File: src/rtl/bpc_pkg.sv
// Shared types and constants for the byte program-verify controller.
package bpc_pkg;

    // Controller sequencing states.
    typedef enum logic [2:0] {
        ST_IDLE   = 3'd0,
        ST_SETUP  = 3'd1,
        ST_PROG   = 3'd2,
        ST_WAIT   = 3'd3,
        ST_VERIFY = 3'd4,
        ST_RST1   = 3'd5,
        ST_RST2   = 3'd6,
        ST_DONE   = 3'd7
    } bpc_state_e;

    localparam logic [7:0] CMD_SETUP = 8'h40;
    localparam logic [7:0] CMD_RESET = 8'hFF;
    localparam logic [7:0] BYTE_BLANK = 8'hFF;

endpackage

File: src/rtl/bpc_pulse_timer.sv
// Program pulse timer.
// Loaded when the data write is issued; counts down while the controller
// waits. Reports expiry in the last of PULSE_CYC wait cycles.
// Assumes PULSE_CYC >= 1.
module bpc_pulse_timer #(
    parameter int PULSE_CYC = 1250
) (
    input  logic clk,
    input  logic rst_n,
    input  logic load,
    input  logic run,
    output logic expired
);
    localparam int TW = $clog2(PULSE_CYC) + 1;
    localparam logic [TW-1:0] LOAD_VAL = TW'(PULSE_CYC - 1);

    logic [TW-1:0] cnt_q;

    // Count down the remaining wait cycles of the current pulse.
    always_ff @(posedge clk) begin
        if (!rst_n)
            cnt_q <= '0;
        else if (load)
            cnt_q <= LOAD_VAL;
        else if (run && cnt_q != '0)
            cnt_q <= cnt_q - 1'b1;
    end

    assign expired = run && (cnt_q == '0);
endmodule

File: src/rtl/bpc_verify_cmp.sv
// Verify comparator.
// Compares the readback byte with the target. Flags a match, and also flags
// a stuck result: some bit reads 0 where the target wants 1. Programming
// only clears bits, so a stuck result cannot be repaired by more pulses.
module bpc_verify_cmp (
    input  logic [7:0] target,
    input  logic [7:0] readback,
    output logic       match,
    output logic       stuck
);
    // Purely combinational comparison of target and readback.
    always_comb begin
        match = (readback == target);
        stuck = |(~readback & target);
    end
endmodule

File: src/rtl/bpc_bus_issue.sv
// Bus cycle decoder.
// Turns the controller state into the device bus cycle for that state:
// set-up command, data write, verify read or reset command. Bus outputs
// are decoded from registered state, so they are stable for the whole cycle.
module bpc_bus_issue
    import bpc_pkg::*;
#(
    parameter int ADDR_W = 17
) (
    input  bpc_state_e        state,
    input  logic [ADDR_W-1:0] tgt_addr,
    input  logic [7:0]        tgt_data,
    output logic              bus_valid,
    output logic              bus_write,
    output logic [ADDR_W-1:0] bus_addr,
    output logic [7:0]        bus_wdata
);
    // Select the bus cycle type and payload for each state.
    always_comb begin
        bus_valid = 1'b0;
        bus_write = 1'b0;
        bus_addr  = tgt_addr;
        bus_wdata = 8'h00;
        unique case (state)
            ST_SETUP: begin
                bus_valid = 1'b1;
                bus_write = 1'b1;
                bus_wdata = CMD_SETUP;
            end
            ST_PROG: begin
                bus_valid = 1'b1;
                bus_write = 1'b1;
                bus_wdata = tgt_data;
            end
            ST_VERIFY: begin
                bus_valid = 1'b1;
            end
            ST_RST1, ST_RST2: begin
                bus_valid = 1'b1;
                bus_write = 1'b1;
                bus_wdata = CMD_RESET;
            end
            default: ;
        endcase
    end
endmodule

File: src/rtl/byte_prog_ctrl.sv
// Byte program-verify controller (top).
// Accepts one address/data request at a time. A blank target passes at once.
// Any other target gets repeated pulses: set-up write, data write, a wait of
// PULSE_CYC cycles, then a verify read. The loop ends on a match, on a stuck
// bit, or when MAX_PULSES pulses have been applied. Failures are followed
// by two reset writes. The result is shown for one cycle with done.
// Assumes the device returns read data in the same cycle as the read.
module byte_prog_ctrl
    import bpc_pkg::*;
#(
    parameter int ADDR_W     = 17,
    parameter int PULSE_CYC  = 1250,
    parameter int MAX_PULSES = 25,
    parameter int PW         = $clog2(MAX_PULSES + 1)
) (
    input  logic              clk,
    input  logic              rst_n,
    input  logic              req_valid,
    output logic              req_ready,
    input  logic [ADDR_W-1:0] req_addr,
    input  logic [7:0]        req_data,
    output logic              bus_valid,
    output logic              bus_write,
    output logic [ADDR_W-1:0] bus_addr,
    output logic [7:0]        bus_wdata,
    input  logic [7:0]        bus_rdata,
    output logic              done,
    output logic              done_pass,
    output logic [PW-1:0]     done_pulses
);
    localparam logic [PW-1:0] LIMIT = PW'(MAX_PULSES);

    bpc_state_e        state_q, state_d;
    logic [ADDR_W-1:0] addr_q;
    logic [7:0]        data_q;
    logic [PW-1:0]     count_q;
    logic              pass_q;
    logic              accept;
    logic              t_expired;
    logic              v_match;
    logic              v_stuck;
    logic              at_limit;

    assign accept   = (state_q == ST_IDLE) && req_valid;
    assign at_limit = (count_q == LIMIT);

    bpc_pulse_timer #(.PULSE_CYC(PULSE_CYC)) u_timer (
        .clk     (clk),
        .rst_n   (rst_n),
        .load    (state_q == ST_PROG),
        .run     (state_q == ST_WAIT),
        .expired (t_expired)
    );

    bpc_verify_cmp u_cmp (
        .target   (data_q),
        .readback (bus_rdata),
        .match    (v_match),
        .stuck    (v_stuck)
    );

    bpc_bus_issue #(.ADDR_W(ADDR_W)) u_bus (
        .state     (state_q),
        .tgt_addr  (addr_q),
        .tgt_data  (data_q),
        .bus_valid (bus_valid),
        .bus_write (bus_write),
        .bus_addr  (bus_addr),
        .bus_wdata (bus_wdata)
    );

    // Next-state selection for the pulse-and-verify sequence.
    always_comb begin
        state_d = state_q;
        unique case (state_q)
            ST_IDLE:   if (req_valid)
                           state_d = (req_data == BYTE_BLANK) ? ST_DONE : ST_SETUP;
            ST_SETUP:  state_d = ST_PROG;
            ST_PROG:   state_d = ST_WAIT;
            ST_WAIT:   if (t_expired) state_d = ST_VERIFY;
            ST_VERIFY: begin
                if (v_match)                 state_d = ST_DONE;
                else if (v_stuck || at_limit) state_d = ST_RST1;
                else                         state_d = ST_SETUP;
            end
            ST_RST1:   state_d = ST_RST2;
            ST_RST2:   state_d = ST_DONE;
            ST_DONE:   state_d = ST_IDLE;
            default:   state_d = ST_IDLE;
        endcase
    end

    // State register.
    always_ff @(posedge clk) begin
        if (!rst_n) state_q <= ST_IDLE;
        else        state_q <= state_d;
    end

    // Capture the request target when it is accepted.
    always_ff @(posedge clk) begin
        if (!rst_n) begin
            addr_q <= '0;
            data_q <= 8'h00;
        end else if (accept) begin
            addr_q <= req_addr;
            data_q <= req_data;
        end
    end

    // Count pulses applied to the current byte.
    always_ff @(posedge clk) begin
        if (!rst_n)                  count_q <= '0;
        else if (accept)             count_q <= '0;
        else if (state_q == ST_PROG) count_q <= count_q + 1'b1;
    end

    // Record the outcome: blank passes on accept, otherwise the verify decides.
    always_ff @(posedge clk) begin
        if (!rst_n)                    pass_q <= 1'b0;
        else if (accept)               pass_q <= (req_data == BYTE_BLANK);
        else if (state_q == ST_VERIFY) pass_q <= v_match;
    end

    assign req_ready   = (state_q == ST_IDLE);
    assign done        = (state_q == ST_DONE);
    assign done_pass   = done && pass_q;
    assign done_pulses = done ? count_q : '0;
endmodule

File: config.mk
export PLATFORM = sky130hd
export DESIGN_NAME = byte_prog_ctrl
export DESIGN_NICKNAME = d
export VERILOG_FILES = /design/src/rtl/bpc_pkg.sv /design/src/rtl/bpc_pulse_timer.sv /design/src/rtl/bpc_verify_cmp.sv /design/src/rtl/bpc_bus_issue.sv /design/src/rtl/byte_prog_ctrl.sv
export SDC_FILE = /design/constraint.sdc
export NUM_CORES = 1
export LEC_CHECK = 0
export BUFFER_PORTS_ARGS = -buffer_cell sky130_fd_sc_hd__buf_4
export CAP_MARGIN = 20
export CORE_MARGIN = 2
export CORE_UTILIZATION = 52
export DETAILED_ROUTE_END_ITERATION = 10
export PLACE_DENSITY = 0.8
export SETUP_SLACK_MARGIN = 0.4
export SKIP_CTS_REPAIR_TIMING = 1
export SYNTH_ARGS = -nofsm -noshare
export SYNTH_HDL_FRONTEND = slang
export SYNTH_HIERARCHICAL = 1
export SYNTH_SLANG_ARGS = --single-unit
File: constraint.sdc
create_clock -name clk -period 4.13 [get_ports clk]
set_clock_uncertainty 0.05 [all_clocks]
set_input_delay 0.826 -clock clk [delete_from_list [all_inputs] [get_ports clk]]
set_output_delay 0.826 -clock clk [all_outputs]
set_load 0.005 [all_outputs]
* After elaboration in Yosys (flattened, before gate mapping)
Index checks and enable logic that the tools add are counted.
** Cells by class
- Add/sub/neg operators :: 2
- $mul :: 0
- Divide/modulo/power cells :: 0
- Magnitude comparators :: 0
- Eq/ne operators :: 12
- Shift-type cells :: 0
- Muxes and demuxes :: 14
- Bitwise operators :: 3
- Reductions and logical operators :: 17
** Operator list (count)
- $pmux W3 S8 :: 1
- $pmux W8 S3 :: 1
- $mux W11 :: 2
- $mux W3 :: 5
- $eq A3 B3 Y1 const B :: 4
- $logic_not A12 Y1 :: 1
- $reduce_bool A12 Y1 :: 1
- $sub A12 B1 Y12 const B :: 1
- $and A8 B8 Y8 :: 1
- $eq A8 B8 Y1 :: 1
- $eq A8 B8 Y1 const B :: 1
- $not A8 Y8 :: 1
- $reduce_or A8 Y1 :: 1
- $eq A3 B2 Y1 const B :: 2
- $reduce_or A2 Y1 :: 3
- $add A5 B1 Y5 const B :: 1
- $eq A5 B5 Y1 const B :: 1
- $mux W5 :: 1
- $reduce_or A5 Y1 :: 1
- $logic_and A1 B1 Y1 :: 4
- $mux W1 :: 4
- $ne A2 B2 Y1 const B :: 2
- $reduce_bool A2 Y1 :: 2
- $reduce_or A4 Y1 :: 1
- other kinds (5) :: 5
** Word-level totals
- Register bits :: 46
- Bits in latches :: 0
- Memory bits (writable) :: 0
- Memory bits (read-only) :: 0
- Input port bits :: 36
- Output and inout bits :: 35
- Word-level logic and storage cells :: 55
- Memories :: 0

* Depth between registers and ports, before layout
Gate-level depths: netlist of run 1.
- Depth after elaboration :: 7
- Gate-level depth with buffers :: 8
- Mapped depth without buffers :: 8

* Cells and area by module
The synthesis of run 1 kept the hierarchy.
** Modules (own cells, without submodules)
- byte_prog_ctrl :: times used 1, cells an instance 124, area each 1352.5 µm², seq. area each 680.7 µm²
- bpc_pulse_timer :: times used 1, cells an instance 80, area each 668.1 µm², seq. area each 240.2 µm²
- bpc_bus_issue :: times used 1, cells an instance 34, area each 256.5 µm², seq. area each 0.0 µm²
- bpc_verify_cmp :: times used 1, cells an instance 22, area each 162.7 µm², seq. area each 0.0 µm²

* Worst setup path after synthesis of run 1
OpenSTA, ideal clock, no wires.
- Path kind :: in2reg
- From :: input port bus_rdata[1]
- To :: register state_q[2]
- Setup time :: 0.127 ns
- Arrival :: 1.984 ns
- Required time :: 3.953 ns
- Path slack :: 1.970 ns
- Cell stages on the path :: 7
- Path buffers :: 0
- Cells stage by stage :: inv_1 -> ha_1 -> nor4_1 -> nand2_1 -> or4_4 -> a41oi_2 -> o211ai_1
** Between the ends
- Cells in the longest elaborated chain, start to end :: 7
- Elaborated cells on any way between the ends :: 8
- Classes of those cells :: 1 x eq/ne; 3 x mux; 2 x bitwise; 2 x reduce/logical
** Ends and longest elaborated chain
- start: declaration :: RTL line byte_prog_ctrl.sv:26 : input logic [7:0] bus_rdata,
- $not A8 Y8 :: RTL line bpc_verify_cmp.sv:14 : stuck = |(~readback & target);
- $and A8 B8 Y8 :: RTL line bpc_verify_cmp.sv:14
- $reduce_or A8 Y1 :: RTL line bpc_verify_cmp.sv:14
- net v_stuck :: RTL line byte_prog_ctrl.sv:41 : logic v_stuck;
- $logic_or A1 B1 Y1 :: RTL line byte_prog_ctrl.sv:83 : else if (v_stuck || at_limit) state_d = ST_RST1;
- $mux W3 :: RTL line byte_prog_ctrl.sv:83
- $mux W3 :: RTL line byte_prog_ctrl.sv:82 : if (v_match) state_d = ST_DONE;
- $pmux W3 S8 :: RTL line byte_prog_ctrl.sv:75 : unique case (state_q)
- end signal: assignment :: RTL line byte_prog_ctrl.sv:96 : else state_q <= state_d;
- end: declaration :: RTL line byte_prog_ctrl.sv:33 : bpc_state_e state_q, state_d;
The timed path passes the listed nets, and every way through them passes these cells.
A chain may end at the register's enable or synchronous reset.

* Final worst setup path of run 1
- From :: register state_q[1]
- To :: output port bus_wdata[4]
** Between the ends
- Cells in the longest elaborated chain, start to end :: 3
- Elaborated cells on any way between the ends :: 6
- Classes of those cells :: 4 x eq/ne; 1 x mux; 1 x reduce/logical
** Ends and longest elaborated chain
- $eq A3 B3 Y1 :: RTL line bpc_bus_issue.sv:24 : unique case (state)
- $reduce_or A2 Y1
- $pmux W8 S3 * :: RTL line bpc_bus_issue.sv:24
- end: declaration :: RTL line byte_prog_ctrl.sv:25 : output logic [7:0] bus_wdata,
Mark *: on every way between the ends. The rest lies on a longest branch, timed or not.

==> results.ini, run 1 <==
[global_route]
antenna_found_initial = 0
grt_max_degree = 26
first_global_vias = 1840
grt_pass1_wl_um = 8480
overflow = 0
grt_use_total_pct = 20.3

[route]
drt_iter0_drc = 97
dr_wl_met2_um = 2460
drc = 0
met1_length_um = 2360
wl_per_cell_um = 14.2
finalWirelength_um = 5130
top_layer_used = met4
dr.pass1.iters = 4
via_per_inst = 5.50
met3RoutedLength_um = 242
drt.antenna.violating_nets = 0
vias = 1991

[cts]
clock_latency_ns = 0.30
numCtsBuffers = 5
clock-sinks = 46
cts_tree = done
cts_root_buf = clkbuf_8
clockBufferDepth = 2
clk_transition_reported_paths_ns = 0.09
htreeDepth = 2

[placement]
gp_congestion = 0.793
hpwl_um = 3760
portBuffers = 70
placed_area_sq_um = 2830

[floorplan]
pin_count = 71
die-area_sq_um = 5260
fp-row-count = 24
dieHeight_um = 72.5
core-area_sq_um = 4440
start_util_pct = 54.9
dieWidth_um = 72.5

[synthesis]
synth_edf_count = 0
yosys-top-cells-area = dfxtp_1 (38%), a22o_1 (9.0%), buf_4 (6.2%), ha_1 (5.6%), inv_1 (3.1%)
synthesis.nets = 307
synth_warnings = 6
synthArstFlopShare_pct = 0
synth_area_per_cell_sq_um = 9.38
syn_area_sq_um = 2440
synth.distinct_cells = 52
synthDominantCellAreaShare_pct = 37.7
yosysTopAreaCell = dfxtp_1
ys_ff_latch = 46
synthCells = 260
synthFlopType = dfxtp_1
yosysSeqAreaShare_pct = 37.7

[outcome]
status = finished, final reports clean

[finish]
multi_input_area_sq_um = 1250
seq_area_sq_um = 921
mostFrequentLayoutCells = buf_4 (70), dfxtp_1 (46), a22o_1 (25)
antenna_cells = 0
fin_area_sq_um = 2960
final_common_cell = buf_4
area_delta_synth_final_pct = 21.2
nets = 356
drive_gt1_share_pct = 30.6
fillerInstances = 371

[sta]
tns_ns = 0
fin_crit_sh_pct = 66.1
max_freq_ghz = 0.366
drv_slew = 0
worst_slew_pin_slew_ns = 0.908
setup_viol_count_final = 0
min_period_ns = 2.73
slew_headroom_pct = 39.5
finalHoldViolations = 0
rsz0062_at_grt = no

[pwr]
ir_worst_vdd_uv = 208
powerDensity_nw_per_um2 = 349
p_total_mw = 1.03
p_leak_nw = 1.32

[critical_path]
cp.arrival_ns = 1.86
cp_max_fo = 17
worstSetupEndpointType = primary output
cp-start-kind = register
worstSetupPathType = register to primary output
required_ns = 3.25

[job]
maxCapViolCount = 0

[min_path]
hp-class = register to register

critical path, stage by stage (launching register included):
cell and delay, ns:
dfxtp_1 0.74, nor2b_1 0.52, o2bb2ai_1 0.17, buf_4 0.13
path summary, 6_finish.rpt:
path / slack [ns] / end / cells past startpoint / startpoint
max: 1.40 / bus_wdata[4] / 3 / state_q[1]
min: 0.43 / addr_q[10] / 1 / addr_q[10]
max reg2reg: 1.71 / state_q[0] / 7 / state_q[0]
min reg2reg: 0.43 / addr_q[10] / 1 / addr_q[10]
metrics by stage:
step	hold WS, ns	setup slack (ns)	instances	utilization (%)
4_1_cts	0.438	1.41	361	66.2
5_1_grt	0.442	1.24	362	66.5
6_report	0.434	1.40	362	66.5
2_1_floorplan	0.400	1.97	260	-
3_5_place_dp	0.415	1.74	353	63.7
3_3_place_gp	0.413	1.77	353	63.7
layout make-up:
class                      count  share of cell area, %
multi-input combinational    165                   42.1
sequential                    46                   31.1
timing repair buffer          71                   18.3
inverter                      20                   2.54
clock buffer                   5                   2.33
tap                           52                   2.20
clock inverter                 3                   1.35
cell families (layout without fill, tap and decap cells):
group	count (synthesis)	count (layout)	synth area share, %
simple gates	80	80	20.4
compound gates	65	65	21.2
buf+inv	49	99	11.2
flops	46	46	37.7
fa+ha+maj	11	11	5.64
xor+xnor	6	6	2.46
mux	3	3	1.33
where the power goes:
group	switching, mW	internal, mW
Combinational	0.0873	0.108
Clock	0.155	0.178
Sequential	0.0312	0.471
layer usage:
layer | up-vias | track usage (%)
met5 | - | 0
met4 | 0 | 6.38
met3 | 6 | 5.00
met2 | 41 | 33.6
met1 | 920 | 26.1
li1 | 1024 | -
registers in the layout (all words and copies together) (netlist names):
register       flops
addr_q            17
count_q            5
data_q             8
pass_q             1
state_q            3
u_timer/cnt_q     12
cells in the mapped netlist (5+ instances only):
cell type,instances
nand2_1,11
ha_1,11
dfxtp_1,46
o2bb2ai_1,8
buf_2,5
a21oi_1,6
and2_1,9
buf_4,20
nor2_1,18
a22o_1,25
nand4_1,5
o21ai_0,7
inv_1,20
Note: power is estimated with default switching activity, not from simulation.
==> inputs of run 2 (changes only) <==
--- a/config.mk
+++ b/config.mk
@@ -5,12 +5,13 @@
 export SDC_FILE = /design/constraint.sdc
 export NUM_CORES = 1
 export LEC_CHECK = 0
+export ABC_AREA = 1
 export BUFFER_PORTS_ARGS = -buffer_cell sky130_fd_sc_hd__buf_4
 export CAP_MARGIN = 20
 export CORE_MARGIN = 2
-export CORE_UTILIZATION = 52
+export CORE_UTILIZATION = 48
 export DETAILED_ROUTE_END_ITERATION = 10
-export PLACE_DENSITY = 0.8
+export PLACE_DENSITY = 0.77
 export SETUP_SLACK_MARGIN = 0.4
 export SKIP_CTS_REPAIR_TIMING = 1
 export SYNTH_ARGS = -nofsm -noshare
==> constraint.sdc (replaced) <==
create_clock -name clk -period 2.25 [get_ports clk]
set_clock_uncertainty 0.05 [all_clocks]
set_input_delay 0.45 -clock clk [delete_from_list [all_inputs] [get_ports clk]]
set_output_delay 0.45 -clock clk [all_outputs]
set_load 0.005 [all_outputs]
==> run 2 against run 1 <==
Wire length up 16%. Design area increased by 11%. First-iteration DRC count is 10% higher. Utilization fell by 6.3 points. Register-to-register slack got worse by 1.2 ns. Combinational power grew to 4.0 times the previous value. Clock power increased by 57%. Via count grew 23%. Setup slack worse by 0.95 ns. Highest routed layer unchanged. Synthesized cell count grew 39%. Power up 120%.
==> results.ini, run 2 <==
[outcome]
status = finished, final reports clean

[sta]
finalHoldViolations = 0  ; unchanged
tns_ns = 0  ; unchanged
min_period_ns = 1.80
worst_slew_pin_slew_ns = 0.431  ; -0.477 ns
max_freq_ghz = 0.554
slew_headroom_pct = 71.2  ; +32 points
fin_crit_sh_pct = 80.2
rsz0062_at_grt = yes
setup_viol_count_final = 0  ; unchanged
drv_slew = 0  ; unchanged

[finish]
reg_top3 = addr_q x17, u_timer/cnt_q x12, data_q x8
fin_cells = 495  ; +37%
nets = 469  ; +32%
final_common_cell = nand2_1
area_delta_synth_final_pct = 22.0
mostFrequentLayoutCells = nand2_1 (78), buf_4 (74), inv_1 (55)
antenna_cells = 0  ; unchanged
drive_gt1_share_pct = 29.1  ; -1.6 points
fin_area_sq_um = 3290  ; +11%
largest_register_ffs = 17  ; unchanged
top_register = addr_q

[cts]
numCtsBuffers = 5  ; unchanged
clockBufferDepth = 2  ; unchanged
clk_transition_reported_paths_ns = 0.09  ; about the same
cts_root_buf = clkbuf_8
clock_latency_ns = 0.31  ; about the same
clock-sinks = 46  ; unchanged
htreeDepth = 2  ; unchanged
cts_tree = done

[route]
drt.antenna.violating_nets = 0  ; unchanged
finalWirelength_um = 5970  ; +16%
drc = 0  ; unchanged
vias = 2455  ; +23%
via_per_inst = 4.96  ; -9.8%
drt_iter0_drc = 107  ; +10%
wl_per_cell_um = 12.1  ; -15%
dr.pass1.iters = 4  ; unchanged

[critical_path]
required_ns = 1.75  ; -1.50 ns
cp-start-kind = register
crit_family = flip-flops
crit_path_cell_trace = buf_4 > nand2_8 > nor2_8 > nand2_1 > nand2_1 > buf_4
critPathBufInv = 2  ; +1
critPathSlowestCell = dfxtp_4
cp.arrival_ns = 1.30  ; -0.56 ns
slowest_delay_ns = 0.40  ; -0.34 ns
cp_max_fo = 8  ; -9
worstSetupPathType = register to primary output
worstSetupEndpointType = primary output

[floorplan]
start_util_pct = 49.4  ; -5.5 points
die-area_sq_um = 6240  ; +19%
fp-row-count = 27  ; +13%
dieWidth_um = 79.0  ; +9.0%
pin_count = 71  ; unchanged
dieHeight_um = 79.0  ; +9.0%
core-area_sq_um = 5470  ; +23%

[synthesis]
syn_area_sq_um = 2700  ; +11%
synthDominantCellAreaShare_pct = 34.1  ; -3.7 points
netlist_top_cells_count = nand2_1 (79), inv_1 (57), dfxtp_1 (46)
synth_area_per_cell_sq_um = 7.46  ; -20%
synthesis.nets = 409  ; +33%
synth_warnings = 6  ; unchanged
yosys-top-cells-area = dfxtp_1 (34%), nand2_1 (11%), a22o_1 (8.1%), inv_1 (7.9%), ha_1 (5.1%)
yosysSeqAreaShare_pct = 34.1  ; -3.7 points
synthArstFlopShare_pct = 0  ; unchanged
synthCells = 362  ; +39%
yosysTopAreaCell = dfxtp_1
synthFlopType = dfxtp_1
synth.distinct_cells = 33  ; -37%
synth_edf_count = 0  ; unchanged
ys_ff_latch = 46  ; unchanged
yosysMostFrequentCell = nand2_1

[global_route]
first_global_vias = 2316  ; +26%
grt_max_degree = 28  ; +7.7%
overflow = 0  ; unchanged
grt_use_total_pct = 20.0  ; -0.27 points
antenna_found_initial = 0  ; unchanged
grt_pass1_wl_um = 10100  ; +19%

[placement]
portBuffers = 70  ; unchanged
hpwl_um = 4500  ; +20%
placed_area_sq_um = 3160  ; +11%
dp_cells = 485  ; +37%
gp_congestion = 0.818  ; +3.1%

[pwr]
p_leak_nw = 1.71  ; +29%
ir_worst_vdd_uv = 322  ; +55%
powerDensity_nw_per_um2 = 690  ; +98%

[job]
maxCapViolCount = 0  ; unchanged

[min_path]
hp-class = primary input to register

[run 2: cell count changes after synthesis, sizes merged, moves of 5 or more]
cell	change
nand2	+80
inv	+46
nor2	+23
nand3	+21
a21oi	+10
and2	-9
o2bb2ai	-8
buf	-5
xnor2	-5
[run 2: stage by stage]
step / setup slack [ns] / total power, mW / hold WS [ns] / util, %
after CTS: 0.187 / 2.25 / 0.300 / 59.3
after floorplan: 0.461 / 1.55 / 0.393 / -
after global routing: 0.361 / 2.41 / 0.299 / 60.2
after global placement: 0.496 / 1.72 / 0.408 / 57.7
after detailed placement: 0.382 / 1.73 / 0.408 / 57.7
final: 0.446 / 2.27 / 0.307 / 60.2
[run 2: path summary, 6_finish.rpt]
check	startpoint	end	slack [ns]	depth (start not counted)
min	req_addr[12]	addr_q[12]	0.31	2
max reg2reg	u_timer/cnt_q[5]	state_q[0]	0.51	10
max	state_q[1]	bus_wdata[5]	0.45	6
min reg2reg	addr_q[13]	addr_q[13]	0.43	1
[run 2: cell families after synthesis]
group	synth area share [%]
AND/OR/NAND/NOR	30.8
buffers and inverters	15.9
AO/OA/AOI/OAI	13.8
flip-flops	34.1
adder cells (fa/ha/maj)	5.09
XOR/XNOR	0.324
[run 2: per-layer routing]
metal  routed length (um)  vias up  global-route usage, %  part of all wire [%]
li1                     -     1252                      -                     -
met1                 2610     1117                   24.7                    44
met2                 2850       73                   33.0                    48
met3                  400       13                   5.23                   6.7
met4                  108        0                   8.62                   1.8
met5                    0        -                      0                     0
[run 2: power breakdown]
group / total [mW] / switching (mW) / internal (mW) / leakage, nW
registers: 0.960 / 0.0687 / 0.891 / 0.377
clock network: 0.523 / 0.304 / 0.219 / 0.0441
logic: 0.789 / 0.445 / 0.345 / 1.28
[run 2: final cells by class]
| type | instances | area, sq um |
|---|---|---|
| clock inverter | 3 | 21.3 |
| timing repair buffer | 74 | 556 |
| fill | 540 | 2180 |
| clock buffer | 5 | 68.8 |
| inverter | 66 | 253 |
| sequential | 46 | 928 |
| multi-input combinational | 229 | 1380 |
| tap | 72 | 90.1 |
